===== config.mk =====
export PLATFORM = sky130hd
export DESIGN_NAME = swfc_top
export DESIGN_NICKNAME = d
export VERILOG_FILES = /design/src/rtl/swfc_pkg.sv /design/src/rtl/swfc_char_match.sv /design/src/rtl/swfc_rx_filter.sv /design/src/rtl/swfc_level_mon.sv /design/src/rtl/swfc_tx_arb.sv /design/src/rtl/swfc_top.sv
export SDC_FILE = /design/constraint.sdc
export NUM_CORES = 1
export LEC_CHECK = 0
export ABC_AREA = 1
export BUFFER_PORTS_ARGS = -buffer_cell sky130_fd_sc_hd__buf_2
export CORE_ASPECT_RATIO = 0.8
export CORE_MARGIN = 3
export CORE_UTILIZATION = 44
export CTS_BUF_LIST = sky130_fd_sc_hd__clkbuf_4 sky130_fd_sc_hd__clkbuf_8 sky130_fd_sc_hd__clkbuf_16
export CTS_CLUSTER_DIAMETER = 100
export CTS_CLUSTER_SIZE = 8
export DETAILED_ROUTE_END_ITERATION = 12
export MAX_ROUTING_LAYER = met4
export PLACE_DENSITY = 0.82
export SYNTH_ARGS = -nofsm -noshare
export SYNTH_HDL_FRONTEND = slang
export SYNTH_SLANG_ARGS = --single-unit

===== constraint.sdc =====
create_clock -name clk_i -period 1.2 [get_ports clk_i]
set_input_delay 0.06 -clock clk_i [delete_from_list [all_inputs] [get_ports clk_i]]
set_output_delay 0.06 -clock clk_i [all_outputs]
set_load 0.03 [all_outputs]

===== src/rtl/swfc_pkg.sv =====
package swfc_pkg;
  localparam int CHAR_W = 8;
  localparam int NCMP   = 4;
  // compare slot order
  localparam int SLOT_XON1  = 0;
  localparam int SLOT_XON2  = 1;
  localparam int SLOT_XOFF1 = 2;
  localparam int SLOT_XOFF2 = 3;

  typedef enum logic {FC_HALT = 1'b0, FC_RESUME = 1'b1} fc_kind_e;

  function automatic logic [CHAR_W-1:0] wlen_mask(input logic [1:0] wlen);
    return {CHAR_W{1'b1}} >> (2'd3 - wlen);
  endfunction
endpackage


===== src/rtl/swfc_char_match.sv =====
module swfc_char_match
  import swfc_pkg::*;
#(
  parameter int N = NCMP
) (
  input  logic [CHAR_W-1:0]        char_i,
  input  logic [CHAR_W-1:0]        mask_i,
  input  logic [N-1:0][CHAR_W-1:0] cmp_i,
  output logic [N-1:0]             hit_o
);
  for (genvar g = 0; g < N; g++) begin : g_cmp
    assign hit_o[g] = ~|((char_i ^ cmp_i[g]) & mask_i);
  end
endmodule


===== src/rtl/swfc_rx_filter.sv =====
module swfc_rx_filter
  import swfc_pkg::*;
(
  input  logic              clk_i,
  input  logic              rst_ni,
  input  logic [1:0]        wlen_i,
  input  logic [1:0]        rx_fc_sel_i,
  input  logic              spec_en_i,
  input  logic [CHAR_W-1:0] xon1_i,
  input  logic [CHAR_W-1:0] xon2_i,
  input  logic [CHAR_W-1:0] xoff1_i,
  input  logic [CHAR_W-1:0] xoff2_i,
  input  logic              rx_valid_i,
  input  logic [CHAR_W-1:0] rx_data_i,
  input  logic              isr_read_i,
  output logic              rx_push_o,
  output logic [CHAR_W-1:0] rx_push_data_o,
  output logic              spec_flag_o,
  output logic              paused_o
);
  logic [NCMP-1:0][CHAR_W-1:0] cmp;
  logic [NCMP-1:0]             hit;
  logic halt_hit, resume_hit, strip, spec_hit;
  logic spec_q, paused_q;

  always_comb begin
    cmp[SLOT_XON1]  = xon1_i;
    cmp[SLOT_XON2]  = xon2_i;
    cmp[SLOT_XOFF1] = xoff1_i;
    cmp[SLOT_XOFF2] = xoff2_i;
  end

  swfc_char_match #(.N(NCMP)) u_match (
    .char_i (rx_data_i),
    .mask_i (wlen_mask(wlen_i)),
    .cmp_i  (cmp),
    .hit_o  (hit)
  );

  assign halt_hit   = (rx_fc_sel_i[0] & hit[SLOT_XOFF1]) | (rx_fc_sel_i[1] & hit[SLOT_XOFF2]);
  assign resume_hit = (rx_fc_sel_i[0] & hit[SLOT_XON1])  | (rx_fc_sel_i[1] & hit[SLOT_XON2]);
  assign strip      = halt_hit | resume_hit;

  assign rx_push_o      = rx_valid_i & ~strip;
  assign rx_push_data_o = rx_data_i;
  assign spec_hit       = rx_push_o & spec_en_i & hit[SLOT_XOFF2];

  always_ff @(posedge clk_i or negedge rst_ni) begin
    if (!rst_ni) begin
      spec_q   <= 1'b0;
      paused_q <= 1'b0;
    end else begin
      // detection wins over a same-cycle status read
      if (spec_hit)        spec_q <= 1'b1;
      else if (isr_read_i) spec_q <= 1'b0;
      if (rx_valid_i && halt_hit)        paused_q <= 1'b1;
      else if (rx_valid_i && resume_hit) paused_q <= 1'b0;
    end
  end

  assign spec_flag_o = spec_q;
  assign paused_o    = paused_q;
endmodule


===== src/rtl/swfc_level_mon.sv =====
module swfc_level_mon
  import swfc_pkg::*;
#(
  parameter int LVL_W = 6
) (
  input  logic             clk_i,
  input  logic             rst_ni,
  input  logic             en_i,
  input  logic             idle_i,
  input  logic [LVL_W-1:0] level_i,
  input  logic [LVL_W-1:0] trig_i,
  output logic             req_o,
  output fc_kind_e         kind_o
);
  logic halt_out_q;

  always_comb begin
    kind_o = halt_out_q ? FC_RESUME : FC_HALT;
    req_o  = en_i && idle_i &&
             (halt_out_q ? (level_i < trig_i) : (level_i > trig_i));
  end

  always_ff @(posedge clk_i or negedge rst_ni) begin
    if (!rst_ni)    halt_out_q <= 1'b0;
    else if (req_o) halt_out_q <= ~halt_out_q;
  end
endmodule


===== src/rtl/swfc_tx_arb.sv =====
module swfc_tx_arb
  import swfc_pkg::*;
(
  input  logic              clk_i,
  input  logic              rst_ni,
  input  logic              req_i,
  input  fc_kind_e          kind_i,
  input  logic [1:0]        sel_i,
  input  logic [CHAR_W-1:0] xon1_i,
  input  logic [CHAR_W-1:0] xon2_i,
  input  logic [CHAR_W-1:0] xoff1_i,
  input  logic [CHAR_W-1:0] xoff2_i,
  input  logic              paused_i,
  input  logic              data_valid_i,
  input  logic [CHAR_W-1:0] data_i,
  output logic              data_ready_o,
  output logic              txo_valid_o,
  output logic [CHAR_W-1:0] txo_data_o,
  input  logic              txo_ready_i,
  output logic              busy_o
);
  logic       busy_q, second_q;
  fc_kind_e   kind_q;
  logic [1:0] sel_q;
  logic [CHAR_W-1:0] fc_char;

  always_comb begin
    if (kind_q == FC_HALT) fc_char = second_q ? xoff2_i : xoff1_i;
    else                   fc_char = second_q ? xon2_i  : xon1_i;
  end

  always_ff @(posedge clk_i or negedge rst_ni) begin
    if (!rst_ni) begin
      busy_q   <= 1'b0;
      second_q <= 1'b0;
      kind_q   <= FC_HALT;
      sel_q    <= 2'b00;
    end else if (!busy_q) begin
      if (req_i) begin
        busy_q   <= 1'b1;
        kind_q   <= kind_i;
        sel_q    <= sel_i;
        second_q <= (sel_i == 2'b10);
      end
    end else if (txo_ready_i) begin
      if (!second_q && sel_q == 2'b11) second_q <= 1'b1;
      else                             busy_q   <= 1'b0;
    end
  end

  assign txo_valid_o  = busy_q | (data_valid_i & ~paused_i);
  assign txo_data_o   = busy_q ? fc_char : data_i;
  assign data_ready_o = ~busy_q & ~paused_i & txo_ready_i;
  assign busy_o       = busy_q;
endmodule


===== src/rtl/swfc_top.sv =====
module swfc_top
  import swfc_pkg::*;
#(
  parameter int LVL_W = 6
) (
  input  logic              clk_i,
  input  logic              rst_ni,
  input  logic [1:0]        wlen_i,
  input  logic [1:0]        rx_fc_sel_i,
  input  logic [1:0]        tx_fc_sel_i,
  input  logic              spec_en_i,
  input  logic [7:0]        xon1_i,
  input  logic [7:0]        xon2_i,
  input  logic [7:0]        xoff1_i,
  input  logic [7:0]        xoff2_i,
  input  logic [LVL_W-1:0]  trig_level_i,
  input  logic [LVL_W-1:0]  fifo_level_i,
  input  logic              rx_valid_i,
  input  logic [7:0]        rx_data_i,
  output logic              rx_push_o,
  output logic [7:0]        rx_push_data_o,
  input  logic              isr_read_i,
  output logic              spec_flag_o,
  input  logic              tx_data_valid_i,
  input  logic [7:0]        tx_data_i,
  output logic              tx_data_ready_o,
  output logic              txo_valid_o,
  output logic [7:0]        txo_data_o,
  input  logic              txo_ready_i,
  output logic              tx_paused_o
);
  logic     seq_busy, fc_req;
  fc_kind_e fc_kind;

  swfc_rx_filter u_rx (
    .clk_i, .rst_ni, .wlen_i, .rx_fc_sel_i, .spec_en_i,
    .xon1_i, .xon2_i, .xoff1_i, .xoff2_i,
    .rx_valid_i, .rx_data_i, .isr_read_i,
    .rx_push_o, .rx_push_data_o, .spec_flag_o,
    .paused_o (tx_paused_o)
  );

  swfc_level_mon #(.LVL_W(LVL_W)) u_lvl (
    .clk_i, .rst_ni,
    .en_i    (|tx_fc_sel_i),
    .idle_i  (~seq_busy),
    .level_i (fifo_level_i),
    .trig_i  (trig_level_i),
    .req_o   (fc_req),
    .kind_o  (fc_kind)
  );

  swfc_tx_arb u_arb (
    .clk_i, .rst_ni,
    .req_i        (fc_req),
    .kind_i       (fc_kind),
    .sel_i        (tx_fc_sel_i),
    .xon1_i, .xon2_i, .xoff1_i, .xoff2_i,
    .paused_i     (tx_paused_o),
    .data_valid_i (tx_data_valid_i),
    .data_i       (tx_data_i),
    .data_ready_o (tx_data_ready_o),
    .txo_valid_o, .txo_data_o, .txo_ready_i,
    .busy_o       (seq_busy)
  );
endmodule


== Word-level counts from Yosys, hierarchy flattened ==
Cells that the tools add are included.
W data, S select, Z words.

* Register bits: 8
* Bits in latches: 0
* RAM bits: 0
* Memory bits (read-only): 0
* Bits of input ports: 73
* Output and inout port bits: 21
* Logic and storage cells: 79
* Memories: 0

* Add/subtract/negate cells: 1
* Multipliers: 0
* Div/mod/pow operators: 0
* Magnitude comparators: 2
* Equality and inequality tests: 4
* Shifts and indexed selects: 1
* Multiplexer cells: 18
* Bitwise logic cells: 26
* Reductions and logical operators: 20

{| class="wikitable"
|+ Operator list
! kind !! count
|-
| $and A8 B8 Y8 || 4
|-
| $mux W8 || 4
|-
| $reduce_or A8 Y1 || 4
|-
| $xor A8 B8 Y8 || 4
|-
| $mux W1 || 14
|-
| $and A1 B1 Y1 || 10
|-
| $shr A8 B2 Y8 const A || 1
|-
| $gt A6 B6 Y1 || 1
|-
| $lt A6 B6 Y1 || 1
|-
| $reduce_bool A2 Y1 || 3
|-
| $logic_and A1 B1 Y1 || 5
|-
| $logic_not A1 Y1 || 5
|-
| $eq A2 B2 Y1 const B || 2
|-
| $ne A2 B2 Y1 const B || 2
|-
| $not A1 Y1 || 4
|-
| $or A1 B1 Y1 || 4
|-
| $reduce_and A3 Y1 || 1
|-
| $reduce_and A2 Y1 || 1
|-
| $reduce_or A2 Y1 || 1
|-
| $sub A2 B2 Y2 const A || 1
|}

== Depth between registers and ports, before layout ==
* Word-level depth: 13
* Gate-level depth with buffers: 14
* Mapped depth without buffers: 14

== By module ==
From an unflattened synthesis, not the netlist that was laid out.

* Cell total of the unflattened synthesis: 395
* Area, all modules: 1,864.3 um^2

{| class="wikitable"
|+ By module, submodules not included
! module !! times used !! cells each !! area each (um^2) !! sequential area each (um^2)
|-
| swfc_tx_arb || 1 || 151 || 728.2 || 125.1
|-
| swfc_char_match || 1 || 168 || 673.1 || 0.0
|-
| swfc_level_mon || 1 || 39 || 236.5 || 25.0
|-
| swfc_rx_filter || 1 || 33 || 211.5 || 50.0
|-
| swfc_top || 1 || 4 || 15.0 || 0.0
|}

== Worst setup path after synthesis ==
Ideal clock, no wire load.

* Path kind: register -> output
* Start: reg u_arb.second_q
* End: out txo_data_o[0]
* Arrival time: 1,437 ps
* Required time: 1,140 ps
* Setup slack: -297 ps
* Stages on the path, launching flop included: 6
* Buffers on the path: 2
* Path through: dfrtp_1 -> buf_2 -> inv_2 -> clkbuf_2 -> o21ai_0 -> a31oi_1

* Cells in the longest elaborated chain, start to end: 3
* Elaborated cells on any way between the ends: 4

{| class="wikitable"
|+ Ends and longest elaborated chain
! item !! line !! RTL
|-
| from (decl) || swfc_tx_arb.sv:22 || <nowiki>logic busy_q, second_q;</nowiki>
|-
| from (signal assigned) || swfc_tx_arb.sv:43 || <nowiki>second_q <= (sel_i == 2'b10);</nowiki>
|-
| $mux W8, on equally long branches || swfc_tx_arb.sv:28, swfc_tx_arb.sv:29 ||
|-
| $mux W8 (*) || swfc_tx_arb.sv:28 || <nowiki>if (kind_q == FC_HALT) fc_char = second_q ? xoff2_i : xoff1_i;</nowiki>
|-
| $mux W8 (*) || swfc_tx_arb.sv:52 || <nowiki>assign txo_data_o = busy_q ? fc_char : data_i;</nowiki>
|-
| to (decl) || swfc_top.sv:28 || <nowiki>output logic [7:0] txo_data_o,</nowiki>
|}

Every way passes the cells marked *; elsewhere a longest branch is shown, timed or not.

== Worst setup path after layout ==
* Start: reg u_arb.second_q
* End: out txo_data_o[4]

The elaborated chain is that of the path after synthesis.

==> flow_summary_export.csv <==
group,metric,value,unit
status,status,"finished with violations",
status,failed_checks,"setup timing",
floorplanning,die_h,58.14,um
yosys,syn_area_per_cell,5.517,sq um
cts,cts_max_path_buffers,2,
yosys,yosysUniqueCellTypes,27,
critical_path,endpoint_kind,"output port",
sta,tightest_slew,0.2481,ns
layout,utilization,0.7372,
grt,grt_first_pass_wirelength,7.093,mm
layout,register_area,202.7,sq um
floorplanning,row_count,18,
grt,grt_pass1_vias,1740,
sta,slew_viol_final,0,
cts,cts_tree,"built",
drt,route.vias.total,2016,
pwr,power.switching,2.106,mW
hold_path,worstHoldPathType,"primary input to flip-flop",
sta,finalCritPeriodShare,1.207,
critical_path,cp.required,1.14,ns
drt,post_drt_wl_per_cell,11.98,um
drt,post_drt_via_cell_ratio,5.002,
job,drv_cap,0,
yosys,yosysTopAreaCellShare,0.1732,
floorplanning,core,3176,sq um
sta,period_needed,1.449,ns
cts,worstSkewPairLatency,0.23,ns
placed_design,dp_hpwl,3.766,mm
pwr,seqPwrFrac,0.128,
grt,gr-total-overflow,0,
grt,grt_max_degree,19,
critical_path,path_class,"flip-flop to output port",
pwr,clockPowerShare,0.082,
yosys,syn_inst,271,
sta,grt_setup_unrepaired,"yes",
placed_design,place_ws,-0.2151,ns
layout,num_antenna_cells,0,
critical_path,crit_fanout,14,
pwr,vdd_drop_max,1528,uV
sta,final_hold_viol_count,0,
layout,final_common_cell,"buf_2",
grt,antenna_found_initial,0,
layout,synthToLayoutAreaGrowth,56.57,%
drt,dr.first_iter.drc_count,81,
yosys,synth_area,1495,sq um
floorplanning,dieArea,4138,sq um
placed_design,place.gp.congestion,0.8587,
yosys,ys_top_cells_by_area,"nand2_1 (17%), dfrtp_1 (13%), inv_1 (10%), nand3_1 (7.0%), nor2_1 (6.8%)",
sta,skew,0.003213,ns
yosys,ys_warn_count,0,
layout,multi_input_area,1216,sq um
drt,drc,0,
pwr,swShare,0.5146,
floorplanning,initial_core_util,0.4708,
yosys,yosys.area.top_type,"nand2_1",
layout,fin_nets,444,
pwr,powerDensity,1748,nW/um^2
cts,cts-root-buf,"clkbuf_8",
critical_path,start_kind,"flip-flop",
sta,max_freq,690.3,MHz
placed_design,io_buffers,93,
cts,h-tree-depth,1,
pwr,p_comb_frac,0.790,
sta,fin_ws,-0.2487,ns
cts,cts_sinks,8,
pwr,leakagePower,1.271,nW
cts,numCtsBuffers,3,
layout,layout_common_cells,"buf_2 (81), nand2_1 (65), inv_1 (36)",
layout,layout-drive-gt1-share,0.4380,
floorplanning,io-pin-count,94,
sta,setup_viol,14,
pwr,internal-power,1.986,mW
drt,dr.pass1.iters,4,
sta,relSlewSlack,0.8335,
critical_path,cp_data_arrival_time,1.39,ns
drt,ant_nets,0,
yosys,synth-seq-area-share,0.1339,
yosys,ys_seq_elements,8,
yosys,synth_nets,350,
floorplanning,die_x,71.18,um
drt,drt-total-wl,4.827,mm
layout,nFillCells,264,
cts,clk_pin_slew,0.04,ns
grt,track_usage,0.2138,
final timing paths:
path | startpoint | slack, ns | cells after the start | endpoint
max reg2reg | u_arb.busy_o | -0.15 | 9 | u_arb.second_q
max | u_arb.second_q | -0.25 | 5 | txo_data_o[4]
max in group asynchronous | rst_ni | 0.81 | 2 | u_arb.kind_q
min | isr_read_i | 0.06 | 4 | u_rx.spec_flag_o
min reg2reg | u_rx.spec_flag_o | 0.49 | 2 | u_rx.spec_flag_o
min in group asynchronous | rst_ni | 0.20 | 2 | u_rx.spec_flag_o
cells by family (layout without fill, tap and decap cells):
kind of cell,Yosys count,count (layout),synth area share
buf+inv,63,155,0.1833
simple gates,136,136,0.3950
flops,8,8,0.1339
compound gates,47,47,0.1732
fa+ha+maj,6,6,0.05021
xor+xnor,11,11,0.06443
power groups by stage:
stage | sequential, mW | clock [mW] | combinational, mW
2_1_floorplan | 0.468 | 0 | 1.93
3_3_place_gp | 0.492 | 0 | 2.57
3_5_place_dp | 0.497 | 0 | 2.62
4_1_cts | 0.501 | 0.334 | 2.98
5_1_grt | 0.536 | 0.349 | 3.44
6_report | 0.524 | 0.337 | 3.23
worst max-delay path: stages (launching register included):
cell	delay, ns
dfrtp_2	0.44
buf_12	0.16
nand2_1	0.06
o211ai_1	0.09
a31oi_2	0.24
buf_6	0.17
layout make-up:
| class | instances | share of cell area |
|---|---|---|
| Tap cell | 40 | 0.02138 |
| Multi-Input combinational cell | 200 | 0.5195 |
| Sequential cell | 8 | 0.08658 |
| Inverter | 47 | 0.07750 |
| Clock buffer | 3 | 0.01764 |
| Timing Repair Buffer | 105 | 0.2774 |
per-layer routing:
| metal | share of wire | global-route usage |
|---|---|---|
| met1 | 0.42 | 0.2626 |
| met2 | 0.51 | 0.3809 |
| met3 | 0.064 | 0.01213 |
| met4 | 0.0099 | 0.05898 |
| met5 | 0 | - |
synthesized netlist by cell type, drive strengths merged:
cell    instances
a31oi           8
xnor2          10
clkbuf          1
dfrtp           8
nor3            2
a21oi          13
xor2            1
o211ai          4
and3            1
inv            47
nor2           28
o21ai          22
nand4           3
nand2          76
nand3          22
buf            15
or2             4
ha              6
flip-flops by register name, indices dropped and copies added, names as in the netlist:
register and cells:
u_arb.sel_q 2, u_arb.busy_o 1, u_arb.kind_q 1, u_lvl.halt_out_q 1
u_arb.second_q 1, u_rx.spec_flag_o 1, u_rx.paused_o 1
repair_timing:
action                                  CTS  global route
setup buffers                             1             1
hold endpoints to repair                  8             0
endpoints found under the setup margin    9            16
gates resized for setup                  33            26
hold buffers                              1             0
pin swaps                                 3             6
metrics by stage:
step / setup TNS, ns / power, mW / hold slack [ns] / instances / instance area, sq um
after floorplan: -0.3041 / 2.395 / -0.2356 / 271 / 1649
after global placement: -0.7483 / 3.062 / -0.09235 / 397 / 2132
after detailed placement: -1.301 / 3.122 / -0.08680 / 397 / 2132
after CTS: -1.793 / 3.816 / 0.06593 / 402 / 2263
after global routing: -2.612 / 4.323 / 0.1122 / 403 / 2341
final: -1.981 / 4.092 / 0.06134 / 403 / 2341
No activity file was read; power rests on OpenSTA's default activity.
